## config.mk

```make
export PLATFORM = sky130hd
export DESIGN_NAME = xbar_route_ctl
export DESIGN_NICKNAME = d
export VERILOG_FILES = /design/src/rtl/xbar_ctl_pkg.sv /design/src/rtl/xbar_pin_sync.sv /design/src/rtl/xbar_serial_rx.sv /design/src/rtl/xbar_route_bank.sv /design/src/rtl/xbar_route_ctl.sv
export SDC_FILE = /design/constraint.sdc
export NUM_CORES = 1
export LEC_CHECK = 0
export ABC_AREA = 1
export BUFFER_PORTS_ARGS = -buffer_cell sky130_fd_sc_hd__buf_2
export CAP_MARGIN = 20
export CORE_MARGIN = 2
export CORE_UTILIZATION = 55
export DETAILED_ROUTE_END_ITERATION = 12
export HOLD_SLACK_MARGIN = 0.05
export PLACE_DENSITY = 0.73
export SLEW_MARGIN = 30
export SYNTH_ARGS = -nofsm -noshare
export SYNTH_HDL_FRONTEND = slang
export SYNTH_SLANG_ARGS = --single-unit
```

## constraint.sdc

```tcl
create_clock -name clk -period 1.7 [get_ports clk]
set_input_delay 0.085 -clock clk [delete_from_list [all_inputs] [get_ports clk]]
set_output_delay 0.085 -clock clk [all_outputs]
set_load 0.01 [all_outputs]
```

## src/rtl/xbar_ctl_pkg.sv

```systemverilog
package xbar_ctl_pkg;

    parameter int XB_INPUTS  = 8;
    parameter int XB_OUTPUTS = 4;

    localparam int SEL_W   = $clog2(XB_INPUTS);
    localparam int OSEL_W  = $clog2(XB_OUTPUTS);
    localparam int LANE_W  = SEL_W + 1;
    localparam int FRAME_W = XB_OUTPUTS * LANE_W;
    localparam int WORD_W  = OSEL_W + SEL_W + 1;
    localparam int CNT_W   = $clog2(WORD_W + 1);

    typedef struct packed {
        logic             on;
        logic [SEL_W-1:0] src;
    } route_t;

    localparam route_t ROUTE_OFF   = '{on: 1'b0, src: '0};
    localparam route_t ROUTE_BCAST = '{on: 1'b1, src: '0};

    typedef enum logic [1:0] {
        RX_OFF,
        RX_PRIME,
        RX_SHIFT,
        RX_COMMIT
    } rx_state_e;

    // One frame lane: source index in the low bits, active-low enable on top
    function automatic route_t lane_decode(input logic [LANE_W-1:0] lane);
        route_t r;
        r.on  = ~lane[LANE_W-1];
        r.src = lane[SEL_W-1:0];
        return r;
    endfunction

    // Shift register image in which every lane reads as disabled, source 0
    function automatic logic [FRAME_W-1:0] frame_all_off();
        logic [FRAME_W-1:0] f;
        f = '0;
        for (int k = 0; k < XB_OUTPUTS; k++) begin
            f[k*LANE_W + SEL_W] = 1'b1;
        end
        return f;
    endfunction

endpackage

```

## src/rtl/xbar_pin_sync.sv

```systemverilog
module xbar_pin_sync #(
    parameter int           W       = 1,
    parameter int           STAGES  = 2,
    parameter logic [W-1:0] RST_VAL = '0
) (
    input  logic         clk,
    input  logic         rst,
    input  logic [W-1:0] d,
    output logic [W-1:0] q
);

    logic [STAGES-1:0][W-1:0] chain_q;

    always_ff @(posedge clk) begin
        if (rst) begin
            chain_q <= {STAGES{RST_VAL}};
        end else begin
            chain_q <= {chain_q[STAGES-2:0], d};
        end
    end

    assign q = chain_q[STAGES-1];

endmodule

```

## src/rtl/xbar_serial_rx.sv

```systemverilog
module xbar_serial_rx
    import xbar_ctl_pkg::*;
(
    input  logic                      clk,
    input  logic                      rst,
    input  logic                      cs_s,
    input  logic                      sck_s,
    input  logic                      sdi_s,
    input  logic                      mode_s,
    input  logic                      hold_s,
    input  logic                      xfer_i,
    output logic                      sdo_o,
    output logic                      pending_o,
    output route_t [XB_OUTPUTS-1:0]   stage_o
);

    rx_state_e                state_q;
    logic                     sck_prev_q;
    logic [FRAME_W-1:0]       sr_q;
    logic [CNT_W-1:0]         cnt_q;
    logic                     sdo_q;
    logic                     pending_q;
    route_t [XB_OUTPUTS-1:0]  stage_q;

    logic                     sck_rise;
    logic                     sck_fall;
    logic [FRAME_W-1:0]       sr_shift;
    logic [WORD_W-1:0]        word;
    logic [OSEL_W-1:0]        w_dst;
    logic [SEL_W-1:0]         w_src;
    logic                     w_off;
    logic                     word_full;
    route_t [XB_OUTPUTS-1:0]  frame_dec;

    assign sck_rise  = sck_s & ~sck_prev_q;
    assign sck_fall  = ~sck_s & sck_prev_q;
    assign sr_shift  = {sdi_s, sr_q[FRAME_W-1:1]};
    assign word      = sr_q[FRAME_W-1 -: WORD_W];
    assign w_dst     = word[OSEL_W-1:0];
    assign w_src     = word[OSEL_W +: SEL_W];
    assign w_off     = word[WORD_W-1];
    assign word_full = (cnt_q == CNT_W'(WORD_W));

    for (genvar k = 0; k < XB_OUTPUTS; k++) begin : g_lane
        assign frame_dec[k] = lane_decode(sr_shift[k*LANE_W +: LANE_W]);
    end

    always_ff @(posedge clk) begin
        if (rst) begin
            sck_prev_q <= 1'b0;
        end else begin
            sck_prev_q <= sck_s;
        end
    end

    always_ff @(posedge clk) begin
        if (rst || hold_s) begin
            state_q   <= RX_OFF;
            sr_q      <= frame_all_off();
            cnt_q     <= '0;
            sdo_q     <= 1'b0;
            pending_q <= 1'b0;
            stage_q   <= {XB_OUTPUTS{ROUTE_OFF}};
        end else begin
            pending_q <= pending_q & ~xfer_i;
            case (state_q)
                RX_OFF: begin
                    if (!cs_s) begin
                        state_q <= RX_PRIME;
                        cnt_q   <= '0;
                    end
                end
                RX_PRIME: begin
                    if (cs_s) begin
                        state_q <= RX_OFF;
                    end else if (sck_rise) begin
                        state_q <= RX_SHIFT;
                        sdo_q   <= sr_q[0];
                    end
                end
                RX_SHIFT: begin
                    if (cs_s) begin
                        state_q <= (mode_s && word_full) ? RX_COMMIT : RX_OFF;
                    end else begin
                        if (sck_rise) begin
                            sdo_q <= sr_q[0];
                        end
                        if (sck_fall) begin
                            sr_q <= sr_shift;
                            if (!word_full) begin
                                cnt_q <= cnt_q + 1'b1;
                            end
                            if (!mode_s) begin
                                stage_q   <= frame_dec;
                                pending_q <= 1'b1;
                            end
                        end
                    end
                end
                RX_COMMIT: begin
                    if (!cs_s) begin
                        state_q <= RX_PRIME;
                        cnt_q   <= '0;
                    end else if (sck_rise) begin
                        stage_q[w_dst] <= route_t'{on: ~w_off, src: w_src};
                        pending_q      <= 1'b1;
                        state_q        <= RX_OFF;
                    end
                end
                default: state_q <= RX_OFF;
            endcase
        end
    end

    assign sdo_o     = sdo_q;
    assign pending_o = pending_q;
    assign stage_o   = stage_q;


    cs_idle_keeps_sr_chk: assert property (@(posedge clk) disable iff (rst)
        (cs_s && !hold_s) |=> $stable(sr_q));


    sdo_moves_on_rise_chk: assert property (@(posedge clk) disable iff (rst)
        (!sck_rise && !hold_s) |=> $stable(sdo_q));


    word_commit_pends_chk: assert property (@(posedge clk) disable iff (rst)
        (state_q == RX_COMMIT && cs_s && sck_rise && !hold_s) |=> pending_q);


    word_count_bound_chk: assert property (@(posedge clk) disable iff (rst)
        cnt_q <= CNT_W'(WORD_W));

endmodule

```

## src/rtl/xbar_route_bank.sv

```systemverilog
module xbar_route_bank
    import xbar_ctl_pkg::*;
(
    input  logic                             clk,
    input  logic                             rst,
    input  logic                             cfg_s,
    input  logic                             hold_s,
    input  logic                             bcast_s,
    input  logic                             pending_i,
    input  route_t [XB_OUTPUTS-1:0]          stage_i,
    output logic                             xfer_o,
    output logic [XB_OUTPUTS*SEL_W-1:0]      route_sel,
    output logic [XB_OUTPUTS-1:0]            route_en
);

    logic                    cfg_prev_q;
    route_t [XB_OUTPUTS-1:0] active_q;

    assign xfer_o = cfg_s & ~cfg_prev_q & pending_i & ~hold_s;

    always_ff @(posedge clk) begin
        if (rst) begin
            cfg_prev_q <= 1'b0;
        end else begin
            cfg_prev_q <= cfg_s;
        end
    end

    always_ff @(posedge clk) begin
        if (rst || hold_s) begin
            active_q <= {XB_OUTPUTS{ROUTE_OFF}};
        end else if (xfer_o) begin
            active_q <= stage_i;
        end
    end

    for (genvar k = 0; k < XB_OUTPUTS; k++) begin : g_out
        route_t shown;
        always_comb begin
            if (hold_s) begin
                shown = ROUTE_OFF;
            end else if (bcast_s) begin
                shown = ROUTE_BCAST;
            end else begin
                shown = active_q[k];
            end
        end
        assign route_sel[k*SEL_W +: SEL_W] = shown.src;
        assign route_en[k]                 = shown.on;
    end


    live_needs_commit_chk: assert property (@(posedge clk) disable iff (rst)
        ((cfg_prev_q || !cfg_s) && !hold_s) |=> $stable(active_q));


    hold_clears_live_chk: assert property (@(posedge clk) disable iff (rst)
        hold_s |=> (active_q == {XB_OUTPUTS{ROUTE_OFF}}));

endmodule

```

## src/rtl/xbar_route_ctl.sv

```systemverilog
module xbar_route_ctl
    import xbar_ctl_pkg::*;
#(
    parameter int SYNC_STAGES = 2
) (
    input  logic                          clk,
    input  logic                          rst,
    input  logic                          frame_n,
    input  logic                          sck,
    input  logic                          sdi,
    output logic                          sdo,
    input  logic                          commit,
    input  logic                          addr_mode,
    input  logic                          all_off,
    input  logic                          bcast,
    output logic [XB_OUTPUTS*SEL_W-1:0]   route_sel,
    output logic [XB_OUTPUTS-1:0]         route_en
);

    localparam int         PIN_W    = 7;
    localparam logic [6:0] PIN_IDLE = 7'b100_0000;

    logic [PIN_W-1:0] pins_s;
    logic cs_s, sck_s, sdi_s, cfg_s, mode_s, hold_s, bcast_s;
    logic xfer;
    logic pending;
    route_t [XB_OUTPUTS-1:0] stage;

    xbar_pin_sync #(
        .W       (PIN_W),
        .STAGES  (SYNC_STAGES),
        .RST_VAL (PIN_IDLE)
    ) u_sync (
        .clk (clk),
        .rst (rst),
        .d   ({frame_n, sck, sdi, commit, addr_mode, all_off, bcast}),
        .q   (pins_s)
    );

    assign {cs_s, sck_s, sdi_s, cfg_s, mode_s, hold_s, bcast_s} = pins_s;

    xbar_serial_rx u_rx (
        .clk       (clk),
        .rst       (rst),
        .cs_s      (cs_s),
        .sck_s     (sck_s),
        .sdi_s     (sdi_s),
        .mode_s    (mode_s),
        .hold_s    (hold_s),
        .xfer_i    (xfer),
        .sdo_o     (sdo),
        .pending_o (pending),
        .stage_o   (stage)
    );

    xbar_route_bank u_bank (
        .clk       (clk),
        .rst       (rst),
        .cfg_s     (cfg_s),
        .hold_s    (hold_s),
        .bcast_s   (bcast_s),
        .pending_i (pending),
        .stage_i   (stage),
        .xfer_o    (xfer),
        .route_sel (route_sel),
        .route_en  (route_en)
    );


    bcast_all_src0_chk: assert property (@(posedge clk) disable iff (rst)
        (bcast_s && !hold_s) |-> (route_en == '1 && route_sel == '0));


    hold_wins_chk: assert property (@(posedge clk) disable iff (rst)
        hold_s |-> (route_en == '0 && route_sel == '0));

endmodule

```

# Word-level counts from Yosys, hierarchy flattened
# Index checks and enable logic that the tools add are counted.
word_totals:
  in_bits: 9
  output_inout_bits: 17
  ff_bits: 71
op_classes:
  bitwise_logic: 17
  n_reduce_logical: 13
  n_mux: 36
  addsub: 1
  magnitude_cmp: 2
  eq_ne: 15
op_table:
  columns: ["cell", "count"]
  rows:
  - ["2-to-1 mux 16 bit", 5]
  - ["2-to-1 mux 4 bit", 9]
  - ["case mux 16 bit (2 select lines)", 1]
  - ["bitwise mux 16 bit", 1]
  - ["2-to-1 mux 2 bit", 7]
  - ["inequality test 2 bit (second input constant)", 7]
  - ["2-to-1 mux 3 bit", 4]
  - ["NOT 1 bit", 11]
  - ["demux 4 bit (select 2 bit)", 1]
  - ["case mux 2 bit (4 select lines)", 1]
  - ["bitwise AND 1 bit", 6]
  - ["inequality test 3 x 2 -> 1 bit (second input constant)", 2]
  - ["case mux 3 bit (2 select lines)", 1]
  - ["AND reduction 3 bit", 2]
  - ["AND reduction 6 bit", 1]
  - ["2-to-1 mux 1 bit", 5]
  - ["AND reduction 5 bit", 1]
  - ["== test 2 bit (second input constant)", 2]
  - ["inequality test 2 x 1 -> 1 bit (second input constant)", 2]
  - ["AND reduction 4 bit", 1]
  - ["nonzero test 2 bit", 2]
  - ["OR reduction 2 bit", 2]
  - ["adder 3 x 1 -> 3 bit (second input constant)", 1]
  - ["== test 3 bit (second input constant)", 1]
  - ["7 further kinds", 8]

# Longest topological paths before layout
# Gate-level depths: netlist of the first run.
logic_depth:
  depth_word: 10
  mapped_depth: 11
  mapped_depth_nobuf: 10

# Hierarchy
# From an unflattened synthesis of the first run, not the netlist that was laid out.
unflattened:
  hier_cells: 508
  hier_area_um2: 3508.4
modules_own_cells:
  columns: ["mod", "cells_each", "seq_area_each_um2", "area_each_um2", "n_inst"]
  rows:
  - ["xbar_serial_rx", 310, 800.8, 2118.3, 1]
  - ["xbar_route_bank", 147, 340.3, 937.1, 1]
  - ["xbar_pin_sync", 51, 280.3, 452.9, 1]

# Least setup slack after synthesis of the first run
# Ideal clock, no wire load.
synth_timing:
  kind: "reg-to-reg"
  start: "register u_rx.state_q[0]"
  end: "register u_rx.stage_q (netlist bit u_rx.stage_o[14])"
  setup_ps: 110
  setup_slack_ps: 268
  stages_incl_launch_ff: 12
  t_arrival_ps: 1322
  n_path_buf: 1
  cell_sequence: "dfxtp_1 > inv_1 > ha_1 > inv_2 > nor2_2 > nand2_2 > nand2_2 > buf_6 > nand3_4 > nand2_1 > inv_1 > nor2_1"
synth_between:
  elab_chain_cells: 3
synth_rtl:
  columns: ["item", "line_no", "source"]
  rows:
  - ["from (decl)", "xbar_serial_rx.sv:17", "rx_state_e state_q;"]
  - ["from (signal assigned)", "xbar_serial_rx.sv:83", "state_q <= (mode_s && word_full) ? RX_COMMIT : RX_OFF;"]
  - ["== test 2 bit", "xbar_serial_rx.sv:66", "case (state_q)"]
  - ["inequality test 2 x 1 -> 1 bit (no line), or another cell as far along", null, null]
  - ["AND reduction 6 bit (no line)", null, null]
  - ["to (signal assigned)", "xbar_serial_rx.sv:63", "stage_q <= {XB_OUTPUTS{ROUTE_OFF}};"]
  - ["to (signal assigned)", "xbar_serial_rx.sv:94", "stage_q <= frame_dec;"]
  - ["to (signal, indexed assignment)", "xbar_serial_rx.sv:105", "stage_q[w_dst] <= route_t'{on: ~w_off, src: w_src};"]
  - ["to (decl)", "xbar_serial_rx.sv:23", "route_t [XB_OUTPUTS-1:0] stage_q;"]
# Parallel ways exist; a longest one is shown, timed or not.
# A chain may end at the register's enable or synchronous reset.

# Worst setup path in the final report of the first run
layout_timing:
  start: "register u_rx.state_q[0]"
  end: "register u_rx.stage_q (netlist bit u_rx.stage_o[4])"
# Same word-level chain as after synthesis.

==> results of run 1 <==
[cell usage in the layout (no fill, tap or decap), types with 3 or more instances in the layout]
| cell | netlist | routed |
|---|---|---|
| sky130_fd_sc_hd__inv_1 | 63 | 62 |
| sky130_fd_sc_hd__o21ai_0 | 18 | 17 |
| sky130_fd_sc_hd__nand2_1 | 77 | 77 |
| sky130_fd_sc_hd__inv_2 | 7 | 8 |
| sky130_fd_sc_hd__o21ai_1 | 14 | 15 |
| sky130_fd_sc_hd__nand4_1 | 18 | 18 |
| sky130_fd_sc_hd__nand3_1 | 7 | 7 |
| sky130_fd_sc_hd__ha_1 | 7 | 5 |
| sky130_fd_sc_hd__dfxtp_1 | 71 | 71 |
| sky130_fd_sc_hd__buf_12 | 0 | 3 |
| sky130_fd_sc_hd__a21oi_1 | 34 | 33 |
| sky130_fd_sc_hd__buf_4 | 0 | 3 |
| sky130_fd_sc_hd__nand3_4 | 4 | 4 |
| sky130_fd_sc_hd__nor2_1 | 90 | 90 |
| sky130_fd_sc_hd__o21ai_2 | 3 | 3 |
| sky130_fd_sc_hd__clkbuf_8 | 0 | 9 |
| sky130_fd_sc_hd__dlygate4sd3_1 | 0 | 7 |
| sky130_fd_sc_hd__buf_2 | 13 | 25 |
| sky130_fd_sc_hd__nand2_2 | 4 | 3 |
[how the worst min path moves through the flow]
stage | startpoint | to | slack [ns]
after floorplan | frame_n | u_sync.chain_q[6]$_SDFF_PP1_ | 0.19
after global placement | frame_n | u_sync.chain_q[6]$_SDFF_PP1_ | 0.27
after detailed placement | frame_n | u_sync.chain_q[6]$_SDFF_PP1_ | 0.27
after CTS | rst | u_sync.q[1]$_SDFF_PP0_ | 0.08
after global routing | rst | u_sync.q[1]$_SDFF_PP0_ | 0.08
final | rst | u_sync.chain_q[3]$_SDFF_PP0_ | 0.09
[kinds of logic (layout without fill, tap and decap cells)]
group	count (synthesis)	after routing
compound gates	72	72
flops	71	71
simple gates	208	208
fa+ha+maj	7	7
buf+inv	92	124
xor+xnor	1	1
[registers in the layout, summed over array words and instances (netlist names)]
signal / count
u_bank.active_q: 16
u_rx.sr_q: 16
u_rx.stage_o: 16
u_sync.chain_q: 7
u_sync.q: 7
u_rx.cnt_q: 3
u_rx.state_q: 2
u_bank.cfg_prev_q: 1
u_rx.pending_o: 1
u_rx.sck_prev_q: 1
u_rx.sdo_o: 1
[per-stage QoR]
step / setup TNS (ns) / instance area (um2) / power (mW) / hold slack [ns]
2_1_floorplan: 0 / 3196 / 2.399 / 0.1888
3_3_place_gp: 0 / 3379 / 2.524 / 0.2693
3_5_place_dp: 0 / 3379 / 2.545 / 0.2725
4_1_cts: 0 / 3645 / 3.855 / 0.08178
5_1_grt: -0.01763 / 3659 / 4.077 / 0.08431
6_report: 0 / 3659 / 3.840 / 0.08790
[power breakdown]
part	internal [mW]	switching (mW)	total, mW	leakage [nW]
logic	0.277	0.466	0.743	1.03
registers	1.75	0.0492	1.80	0.576
clock network	0.678	0.624	1.30	0.0895
total	2.70	1.14	3.84	1.69
[metal layers]
layer | routed length [um] | vias to the layer above | share of wire
met5 | 0 | - | 0
met4 | 129 | 0 | 0.021
met3 | 160 | 13 | 0.027
met2 | 2876 | 39 | 0.48
met1 | 2861 | 1202 | 0.47
li1 | - | 1456 | -
[cell type report]
type | instances | area share
repair buffers | 38 | 0.07592
multi-input cells | 288 | 0.3871
clock inverters | 5 | 0.01607
flip-flops and latches | 71 | 0.3885
clock buffers | 11 | 0.03591
well taps | 72 | 0.02462
inverters | 70 | 0.07182
[worst register-to-register path: stages (launching register included)]
cell and delay (ns):
sky130_fd_sc_hd__dfxtp_1 0.35, sky130_fd_sc_hd__inv_2 0.08, sky130_fd_sc_hd__ha_2 0.21, sky130_fd_sc_hd__inv_2 0.07, sky130_fd_sc_hd__nor2_4 0.11, sky130_fd_sc_hd__nand2_4 0.11, sky130_fd_sc_hd__nand2_2 0.10, sky130_fd_sc_hd__buf_12 0.16
sky130_fd_sc_hd__nand3_4 0.10, sky130_fd_sc_hd__nand2_1 0.07, sky130_fd_sc_hd__inv_1 0.04, sky130_fd_sc_hd__nor2_1 0.12
[timing repair]
action,CTS,global route
resized for setup,1,6
cloned,0,0
endpoints found under the setup margin,1,21
hold buffers,7,0
endpoints found under the hold margin,7,0
==> impl_summary.txt, run 1 <==
----------------------------------------------------
[Yosys]
  Number of enable flip-flop cells after synthesis ... 0
  Yosys Warn Count ... 0
  Async SR Flop Fraction ... 0
  Combinational family with the most area after synthesis ... simple AND/OR/NAND/NOR gates
  Mean instance size in the synthesized netlist ... 7.086 um2
  Flops & latches, synth ... 71
  Syn_nets ... 467
  Unique masters post-synth ... 27
  Biggest area contributors in the synthesized netlist ... sky130_fd_sc_hd__dfxtp_1 44%, sky130_fd_sc_hd__nor2_1 11%, sky130_fd_sc_hd__nand2_1 9.0%
  Most common library cells after synthesis ... 90 x sky130_fd_sc_hd__nor2_1, 77 x sky130_fd_sc_hd__nand2_1, 71 x sky130_fd_sc_hd__dfxtp_1
  Leading cell type by number of instances after synthesis ... sky130_fd_sc_hd__nor2_1
  Synthesized-area fraction occupied by ao, oa, aoi and oai cells ... 0.1182
  Adder and majority cell fraction of the synthesized area ... 0.02741
  Post-Syn Area ... 0.003196 mm2
  Area leader, netlist ... sky130_fd_sc_hd__dfxtp_1
  Area share of the largest cell type after synthesis ... 0.4448
  Proportion of synthesized area in mux cells ... 0
  Post-synthesis simple-gate area fraction ... 0.2890
  Sequential fraction of the synthesis area ... 0.4448
  Commonest register cell after synthesis ... sky130_fd_sc_hd__dfxtp_1
  Post-synthesis share of cell area spent on xor and xnor gates ... 0.002741
  Post-synthesis cell count ... 451

[Worst setup path]
  Critical path's largest stage delay ... 0.35 ns
  Number of cells on the worst reg-to-reg path ... 11
  Critical-path top delay cell ... sky130_fd_sc_hd__dfxtp_1
  CP bufs+invs ... 4
  Endpoint required time on the critical path ... 1.97 ns
  Startpoint of the lowest-slack register-to-register path ... u_rx.state_q[0]$_SDFFE_PP0P_
  Endpoint of the most critical register-to-register path ... u_rx.stage_o[4]$_SDFFE_PP0P_
  Crit-path max FO ... 20
  Critical Path Source Type ... register
  Crit-path cells ... inv_2, ha_2, inv_2, nor2_4, nand2_4, nand2_2, buf_12, nand3_4, nand2_1, inv_1, nor2_1
  Minimum setup slack among reg-to-reg paths ... 0.11 ns
  Critical path arrival ... 1.86 ns
  Worst path most repeated cell ... sky130_fd_sc_hd__inv_2
  Beginning of the critical path ... u_rx.state_q[0]$_SDFFE_PP0P_
  Critical path capture point type ... register
  Crit path depth ... 11
  Critical setup path kind ... register to register
  Family of cells with the greatest summed delay on the critical path ... simple AND/OR/NAND/NOR gates
  Worst Setup EP ... u_rx.stage_o[4]$_SDFFE_PP0P_

[Global routing]
  Number of global-route vias before repair ... 2,540
  GRT Max-Usage Layer ... met2
  Initial antenna violation count ... 0
  Largest net degree at the start of global routing ... 53
  GRT Total Usage ... 0.2093
  Met2 layer usage reported by global route ... 0.3650
  Met1 track demand over resource in global routing ... 0.2360
  Leftover overflow at the end of global routing ... 0
  Fraction of met3 tracks used by global routing ... 0.06180
  Wire length of the first global-routing pass ... 10.42 mm

[STA]
  Hold violation count in the final report ... 0
  Slew at the pin with the worst max-slew slack ... 0.5510 ns
  Post-layout min period ... 1.588 ns
  Final Max Slew Viols ... 0
  Rel. slew slack ... 0.6322
  Final worst-path setup slack ... 0.1116 ns
  Final Cycle Share ... 0.9343
  Maximum clock frequency ... 629.6 MHz
  Number of failing setup endpoints in the final timing report ... 0
  Clock Skew ... 0.006768 ns

[Clock network]
  Root Driver ... sky130_fd_sc_hd__clkbuf_8
  TritonCTS clock tree ... done
  Num CTS Buffers ... 9
  H-tree Lvls ... 3
  Clock insertion delay at the later pin of the skew report ... 0.34 ns
  Number of sinks on the clock net ... 71
  Clock-pin slew on the worst setup and hold paths ... 0.07 ns
  Setup fix buffers added after clock tree synthesis ... 0
  Deepest clock path buffer count ... 2

[Power and ir drop]
  Peak supply drop ... 0.6787 mV
  Static Leakage ... 1.694 nW
  Power per Cell Area ... 1050 mW/mm2

[Run status]
  Status ... completed

[Route]
  Remaining antenna violation count after routing ... 0
  Post-Route WL ... 6.027 mm
  Number of optimization iterations in the first detailed-route pass ... 4
  Post-DR vias/cell ... 4.883
  Vias post-DR ... 2,710
  Starting DRT DRC Count ... 149
  Wire per inst ... 10.86 um
  Detailed-route DRC error count ... 0

[Layout]
  Antenna diode count ... 0
  Utilization of the core after routing ... 0.6563
  Area added between synthesis and finish ... 14.49%
  Register Area ... 0.001421 mm2
  Share of final-layout standard cells stronger than drive strength 1 ... 0.1511
  Non-filler cells, final ... 555
  Layout Nets ... 494
  Area of the multi-input gates ... 0.001416 mm2
  Number of filler cells placed in the layout ... 497

[Placement]
  Placed instance count ... 532
  Final HPWL from detailed placement ... 4.173 mm
  Number of buffers added on ports ... 25
  Final weighted congestion in routability-driven placement ... 0.8364
  Post-placement worst setup slack ... 0.006214 ns

[Floorplan]
  I/O pin count ... 26
  Area of the placeable core ... 0.005574 mm2
  Area of the die ... 0.006436 mm2
  Die extent in y ... 80.23 um
  Effective utilization at floorplan ... 0.5733
  Die X ... 80.23 um
  Total number of placement rows ... 27

[Run]
  # Max-Cap Violations ... 0

[Min path]
  Tightest Hold Check Type ... input pin to register
  Worst Hold Depth ... 2

----------------------------------------------------
Note: power is estimated with default switching activity, not from simulation.
==> run 2, diff against run 1 <==
CORE_UTILIZATION = 59   (was 55)
PLACE_DENSITY = 0.78   (was 0.73)
==> impl_summary.txt, run 2 (same netlist as run 1, synthesis figures left out) <==
----------------------------------------------------
[Run status]
  Status ... completed

[Layout]
  Area added between synthesis and finish ... 14.10%
  Antenna diode count ... 0 (unchanged)
  Most common cell after layout, fill and taps aside ... sky130_fd_sc_hd__nor2_1
  Register Area ... 0.001421 mm2 (unchanged)
  Number of filler cells placed in the layout ... 438 (-12%)
  Layout Nets ... 495 (+0.20%)
  Area of the multi-input gates ... 0.001414 mm2 (-0.18%)
  Share of final-layout standard cells stronger than drive strength 1 ... 0.1529 (+0.001754)
  Commonest cells after routing, fill and taps aside ... 90 x sky130_fd_sc_hd__nor2_1, 77 x sky130_fd_sc_hd__nand2_1, 71 x sky130_fd_sc_hd__dfxtp_1

[Power and ir drop]
  Sequential group share of total power ... 0.478 (+0.011)
  Relative contribution of combinational cells to total power ... 0.200 (+0.007)
  Design Power ... 3.758 mW (-2.1%)
  Clock power share ... 0.322 (-0.017)
  Power per Cell Area ... 1031 mW/mm2 (-1.8%)
  Switch share ... 0.3109 (+0.01431)
  Peak supply drop ... 0.7081 mV (+4.3%)
  Internal power consumption ... 2.590 mW (-4.1%)
  Static Leakage ... 1.696 nW (+0.12%)
  NetSw ... 1.168 mW (+2.6%)

[Global routing]
  Leftover overflow at the end of global routing ... 0 (unchanged)
  Largest net degree at the start of global routing ... 53 (unchanged)
  Number of global-route vias before repair ... 2,622 (+3.2%)
  Wire length of the first global-routing pass ... 10.97 mm (+5.3%)
  GRT Total Usage ... 0.2275 (+0.01826)
  Initial antenna violation count ... 0 (unchanged)

[Clock network]
  Setup fix buffers added after clock tree synthesis ... 0 (unchanged)
  Root Driver ... sky130_fd_sc_hd__clkbuf_8
  Number of sinks on the clock net ... 71 (unchanged)
  TritonCTS clock tree ... done
  Num CTS Buffers ... 9 (unchanged)
  Clock insertion delay at the later pin of the skew report ... 0.35 ns (about the same)
  Clock-pin slew on the worst setup and hold paths ... 0.07 ns (about the same)
  H-tree Lvls ... 3 (unchanged)
  Deepest clock path buffer count ... 2 (unchanged)

[Floorplan]
  Total number of placement rows ... 26 (-3.7%)
  Area of the placeable core ... 0.005172 mm2 (-7.2%)
  Die extent in y ... 77.60 um (-3.3%)
  Die X ... 77.60 um (-3.3%)
  I/O pin count ... 26 (unchanged)
  Effective utilization at floorplan ... 0.6178 (+0.04452)
  Area of the die ... 0.006021 mm2 (-6.4%)

[Route]
  Remaining antenna violation count after routing ... 0 (unchanged)
  Vias post-DR ... 2,764 (+2.0%)
  Starting DRT DRC Count ... 151 (+1.3%)
  Post-Route WL ... 6.161 mm (+2.2%)
  Detailed-route DRC error count ... 0 (unchanged)
  Number of optimization iterations in the first detailed-route pass ... 4 (unchanged)
  Post-DR vias/cell ... 4.989 (+2.2%)
  Wire per inst ... 11.12 um (+2.4%)

[Worst setup path]
  Crit-path max FO ... 20 (unchanged)
  Critical path capture point type ... register
  Number of cells on the worst reg-to-reg path ... 9 (-2)
  Critical setup path kind ... register to register
  Critical Path Source Type ... register
  Endpoint required time on the critical path ... 1.95 ns (-0.02 ns)
  Critical path arrival ... 1.83 ns (-0.03 ns)

[STA]
  Final Max Slew Viols ... 0 (unchanged)
  Slew at the pin with the worst max-slew slack ... 0.5495 ns (-0.001472 ns)
  RSZ-0062 raised after global routing ... no
  Maximum clock frequency ... 632.4 MHz (+0.45%)
  Hold Worst Slack ... 0.1222 ns (+0.03432 ns)
  Post-layout min period ... 1.581 ns (-0.007103 ns)
  Hold violation count in the final report ... 0 (unchanged)
  Rel. slew slack ... 0.6331 (+0.0009830)
  Setup total negative slack ... 0 ns (unchanged)
  Clock Skew ... 0.009005 ns (+0.002237 ns)
  Number of failing setup endpoints in the final timing report ... 0 (unchanged)
  Final Cycle Share ... 0.9302 (-0.004178)

[Placement]
  Final weighted congestion in routability-driven placement ... 0.8959 (+7.1%)
  Final HPWL from detailed placement ... 4.256 mm (+2.0%)
  Number of buffers added on ports ... 25 (unchanged)

[Run]
  # Max-Cap Violations ... 0 (unchanged)

[Min path]
  Worst Hold Depth ... 3 (+1)
  Tightest Hold Check Type ... input pin to register

----------------------------------------------------
## run 2: cell count changes in the layout (fill, tap and decap cells not counted)
cell / before / now
sky130_fd_sc_hd__bufinv_16: 1 / 0
sky130_fd_sc_hd__ha_1: 5 / 6
sky130_fd_sc_hd__ha_2: 2 / 1
sky130_fd_sc_hd__buf_4: 3 / 4
sky130_fd_sc_hd__clkbuf_1: 2 / 1
sky130_fd_sc_hd__clkbuf_8: 9 / 10
sky130_fd_sc_hd__clkinv_2: 1 / 2
## run 2: final timing paths
path | to | slack, ns | startpoint
max | u_rx.stage_o[10]$_SDFFE_PP0P_ | 0.12 | u_rx.state_q[0]$_SDFFE_PP0P_
max reg2reg | u_rx.stage_o[10]$_SDFFE_PP0P_ | 0.12 | u_rx.state_q[0]$_SDFFE_PP0P_
min reg2reg | u_sync.q[0]$_SDFF_PP0_ | 0.40 | u_sync.chain_q[0]$_SDFF_PP0_
min | u_sync.q[1]$_SDFF_PP0_ | 0.12 | rst
## run 2: stage by stage
| step | cells | worst slack [ns] | area (um2) | utilization |
|---|---|---|---|---|
| 2_1_floorplan | 451 | 0.2683 | 3196 | - |
| 3_3_place_gp | 531 | 0.1256 | 3385 | 0.6543 |
| 3_5_place_dp | 531 | 0.02984 | 3385 | 0.6543 |
| 4_1_cts | 554 | 0.0009484 | 3630 | 0.7017 |
| 5_1_grt | 554 | 0.001143 | 3646 | 0.7049 |
| 6_report | 554 | 0.1187 | 3646 | 0.7049 |
## run 2: power by group through the flow
| stage | Sequential [mW] | Clock [mW] | Combinational [mW] |
|---|---|---|---|
| 6_report | 1.80 | 1.21 | 0.751 |
| 5_1_grt | 1.81 | 1.30 | 0.859 |
| 4_1_cts | 1.79 | 1.23 | 0.734 |
| 3_5_place_dp | 1.83 | 0 | 0.720 |
| 3_3_place_gp | 1.83 | 0 | 0.698 |
| 2_1_floorplan | 1.82 | 0 | 0.581 |
## run 2: worst max-delay path, stage by stage, from the launching register on
cell and delay (ns):
sky130_fd_sc_hd__dfxtp_1 0.39, sky130_fd_sc_hd__ha_1 0.29, sky130_fd_sc_hd__inv_2 0.15, sky130_fd_sc_hd__nor2_1 0.21
sky130_fd_sc_hd__nor2_4 0.05, sky130_fd_sc_hd__buf_12 0.15, sky130_fd_sc_hd__nand3_4 0.07, sky130_fd_sc_hd__nand2_1 0.06
sky130_fd_sc_hd__inv_1 0.05, sky130_fd_sc_hd__nor2_1 0.04
## run 2: area by class of cell
| class | instances | area share |
|---|---|---|
| Clock buffer | 11 | 0.03878 |
| Clock inverter | 5 | 0.009266 |
| Inverter | 70 | 0.07207 |
| Multi-Input combinational cell | 288 | 0.3878 |
| Sequential cell | 71 | 0.3898 |
| Tap cell | 70 | 0.02402 |
| Timing Repair Buffer | 39 | 0.07824 |
## run 2: metal layers
metal	track usage	wire length [um]	up-vias
li1	-	-	1459
met1	0.2706	2989	1262
met2	0.3845	2923	36
met3	0.06860	187	7
met4	0.08750	61	0
met5	0	0	-
## run 2: what timing repair did
action	4_1_cts	5_1_grt
gates resized for setup	0	6
hold endpoints to repair	7	0
hold buffers	7	0
setup endpoints to repair	0	21
==> run 3, diff against run 2 <==
CORE_UTILIZATION = 60   (was 59)
CTS_BUF_LIST = sky130_fd_sc_hd__clkbuf_8   (was not set)
PLACE_DENSITY = 0.79   (was 0.78)
TNS_END_PERCENT = 100   (was not set)
==> impl_summary.txt, run 3 (same netlist as run 1, synthesis figures left out) <==
----------------------------------------------------
[Worst setup path]
  Critical path arrival ... 1.81 ns (-0.02 ns)
  Endpoint required time on the critical path ... 1.94 ns (about the same)
  Critical path capture point type ... register
  Worst path most repeated cell ... sky130_fd_sc_hd__nor2_1
  Number of cells on the worst reg-to-reg path ... 9 (unchanged)
  Critical setup path kind ... register to register
  Critical path's largest stage delay ... 0.39 ns (about the same)
  Endpoint of the most critical register-to-register path ... u_rx.stage_o[9]$_SDFFE_PP0P_
  CP bufs+invs ... 3 (unchanged)
  Crit-path max FO ... 20 (unchanged)
  Critical-path top delay cell ... sky130_fd_sc_hd__dfxtp_1
  Family of cells with the greatest summed delay on the critical path ... simple AND/OR/NAND/NOR gates
  Minimum setup slack among reg-to-reg paths ... 0.13 ns (about the same)
  Startpoint of the lowest-slack register-to-register path ... u_rx.state_q[0]$_SDFFE_PP0P_
  Critical Path Source Type ... register
  Crit-path cells ... ha_1, inv_2, nor2_1, nor2_4, buf_12, nand3_4, nand2_1, inv_1, nor2_1

[Clock network]
  Setup fix buffers added after clock tree synthesis ... 0 (unchanged)
  Number of sinks on the clock net ... 71 (unchanged)
  Clock-pin slew on the worst setup and hold paths ... 0.08 ns (about the same)
  H-tree Lvls ... 3 (unchanged)
  Num CTS Buffers ... 9 (unchanged)
  Deepest clock path buffer count ... 2 (unchanged)
  Clock insertion delay at the later pin of the skew report ... 0.34 ns (about the same)
  TritonCTS clock tree ... done
  Root Driver ... sky130_fd_sc_hd__clkbuf_8

[STA]
  RSZ-0062 raised after global routing ... no
  Final Cycle Share ... 0.9226 (-0.007595)
  Hold Worst Slack ... 0.08592 ns (-0.03630 ns)
  Post-layout min period ... 1.568 ns (-0.01291 ns)
  Final Max Slew Viols ... 0 (unchanged)
  Number of failing setup endpoints in the final timing report ... 0 (unchanged)
  Clock Skew ... 0.008141 ns (-0.0008641 ns)
  Maximum clock frequency ... 637.6 MHz (+0.82%)
  Final worst-path setup slack ... 0.1316 ns (+0.01291 ns)
  Setup total negative slack ... 0 ns (unchanged)
  Rel. slew slack ... 0.6544 (+0.02121)
  Slew at the pin with the worst max-slew slack ... 0.5178 ns (-0.03177 ns)
  Hold violation count in the final report ... 0 (unchanged)

[Layout]
  Most common cell after layout, fill and taps aside ... sky130_fd_sc_hd__nor2_1
  Layout Nets ... 495 (unchanged)
  Antenna diode count ... 0 (unchanged)
  Number of filler cells placed in the layout ... 439 (+0.23%)
  Share of final-layout standard cells stronger than drive strength 1 ... 0.1529 (unchanged)
  Area added between synthesis and finish ... 15.47%
  Commonest cells after routing, fill and taps aside ... 90 x sky130_fd_sc_hd__nor2_1, 77 x sky130_fd_sc_hd__nand2_1, 71 x sky130_fd_sc_hd__dfxtp_1

[Global routing]
  Number of global-route vias before repair ... 2,648 (+0.99%)
  Leftover overflow at the end of global routing ... 0 (unchanged)
  Wire length of the first global-routing pass ... 11.04 mm (+0.63%)
  Initial antenna violation count ... 0 (unchanged)
  Largest net degree at the start of global routing ... 53 (unchanged)
  GRT Total Usage ... 0.2314 (+0.003855)

[Floorplan]
  Die X ... 76.98 um (-0.79%)
  Area of the die ... 0.005926 mm2 (-1.6%)
  Effective utilization at floorplan ... 0.6217 (+0.003910)
  I/O pin count ... 26 (unchanged)
  Total number of placement rows ... 26 (unchanged)
  Die extent in y ... 76.98 um (-0.79%)
  Area of the placeable core ... 0.005140 mm2 (-0.63%)

[Placement]
  Number of buffers added on ports ... 25 (unchanged)
  Final HPWL from detailed placement ... 4.304 mm (+1.1%)
  Post-placement worst setup slack ... 0.1335 ns (+0.1037 ns)
  Final weighted congestion in routability-driven placement ... 0.8859 (-1.1%)

[Min path]
  Tightest Hold Check Type ... input pin to register
  Startpoint of the most critical hold path ... rst
  Worst Hold Depth ... 2 (-1)
  Worst-case hold path end point ... u_sync.q[0]$_SDFF_PP0_

[Route]
  Post-Route WL ... 6.409 mm (+4.0%)
  Post-DR vias/cell ... 5.047 (+1.2%)
  Remaining antenna violation count after routing ... 0 (unchanged)
  Number of optimization iterations in the first detailed-route pass ... 4 (unchanged)
  Wire per inst ... 11.57 um (+4.0%)
  Vias post-DR ... 2,796 (+1.2%)
  Starting DRT DRC Count ... 170 (+13%)
  Detailed-route DRC error count ... 0 (unchanged)

[Power and ir drop]
  Design Power ... 3.933 mW (+4.7%)
  Static Leakage ... 1.704 nW (+0.43%)
  Peak supply drop ... 0.7697 mV (+8.7%)
  Power per Cell Area ... 1066 mW/mm2 (+3.4%)

[Run]
  # Max-Cap Violations ... 0 (unchanged)

[Run status]
  Status ... completed

----------------------------------------------------
==> run 3: area by class of cell <==
class	count	area [um2]	share of cell area
sequential	71	1421	0.3852
multi-input combinational	288	1410	0.3822
clock buffer	10	137.6	0.03730
timing repair buffer	39	302.8	0.08206
clock inverter	6	67.56	0.01831
inverter	70	262.8	0.07121
tap	70	87.58	0.02374
==> run 3: repair_timing <==
action / 4_1_cts / 5_1_grt
setup endpoints to repair: 0 / 19
hold endpoints to repair: 7 / 0
hold buffers: 7 / 0
resized for setup: 0 / 4
==> run 3: worst max path at each step <==
stage          cells past startpoint                             to                    startpoint
2_1_floorplan                     11  u_rx.stage_o[14]$_SDFFE_PP0P_  u_rx.state_q[0]$_SDFFE_PP0P_
3_3_place_gp                      10   u_rx.stage_o[6]$_SDFFE_PP0P_  u_rx.state_q[0]$_SDFFE_PP0P_
3_5_place_dp                      11  u_rx.stage_o[12]$_SDFFE_PP0P_  u_rx.state_q[0]$_SDFFE_PP0P_
4_1_cts                           11  u_rx.stage_o[11]$_SDFFE_PP0P_  u_rx.state_q[0]$_SDFFE_PP0P_
5_1_grt                            9   u_rx.stage_o[6]$_SDFFE_PP0P_  u_rx.state_q[0]$_SDFFE_PP0P_
6_report                           9   u_rx.stage_o[9]$_SDFFE_PP0P_  u_rx.state_q[0]$_SDFFE_PP0P_
==> run 3: per-layer routing <==
metal	share of wire	track usage	vias up	wire (um)
met2	0.52	0.4404	38	3359
met5	0	0	-	0
met3	0.028	0.05412	6	182
met4	0.0069	0.07143	0	44
met1	0.44	0.2521	1286	2821
li1	-	-	1466	-
==> run 3: metrics by stage <==
| step | utilization | instance area (um2) | cells |
|---|---|---|---|
| global placement | 0.6570 | 3377 | 530 |
| finish | 0.7179 | 3690 | 554 |
| floorplan | - | 3196 | 451 |
| CTS | 0.7106 | 3652 | 553 |
| detailed placement | 0.6570 | 3377 | 530 |
| global route | 0.7179 | 3690 | 554 |
==> run 3: where the power goes <==
group          switching (mW)  total [mW]  leakage, nW  internal [mW]
clock                   0.650        1.37       0.0993          0.725
combinational           0.476       0.764         1.03          0.289
sequential             0.0485        1.79        0.576           1.75
==> run 3: worst register-to-register path: stages (launching register included) <==
cell	delay, ns
sky130_fd_sc_hd__dfxtp_1	0.39
sky130_fd_sc_hd__ha_1	0.28
sky130_fd_sc_hd__inv_2	0.13
sky130_fd_sc_hd__nor2_1	0.20
sky130_fd_sc_hd__nor2_4	0.05
sky130_fd_sc_hd__buf_12	0.16
sky130_fd_sc_hd__nand3_4	0.08
sky130_fd_sc_hd__nand2_1	0.06
sky130_fd_sc_hd__inv_1	0.06
sky130_fd_sc_hd__nor2_1	0.04
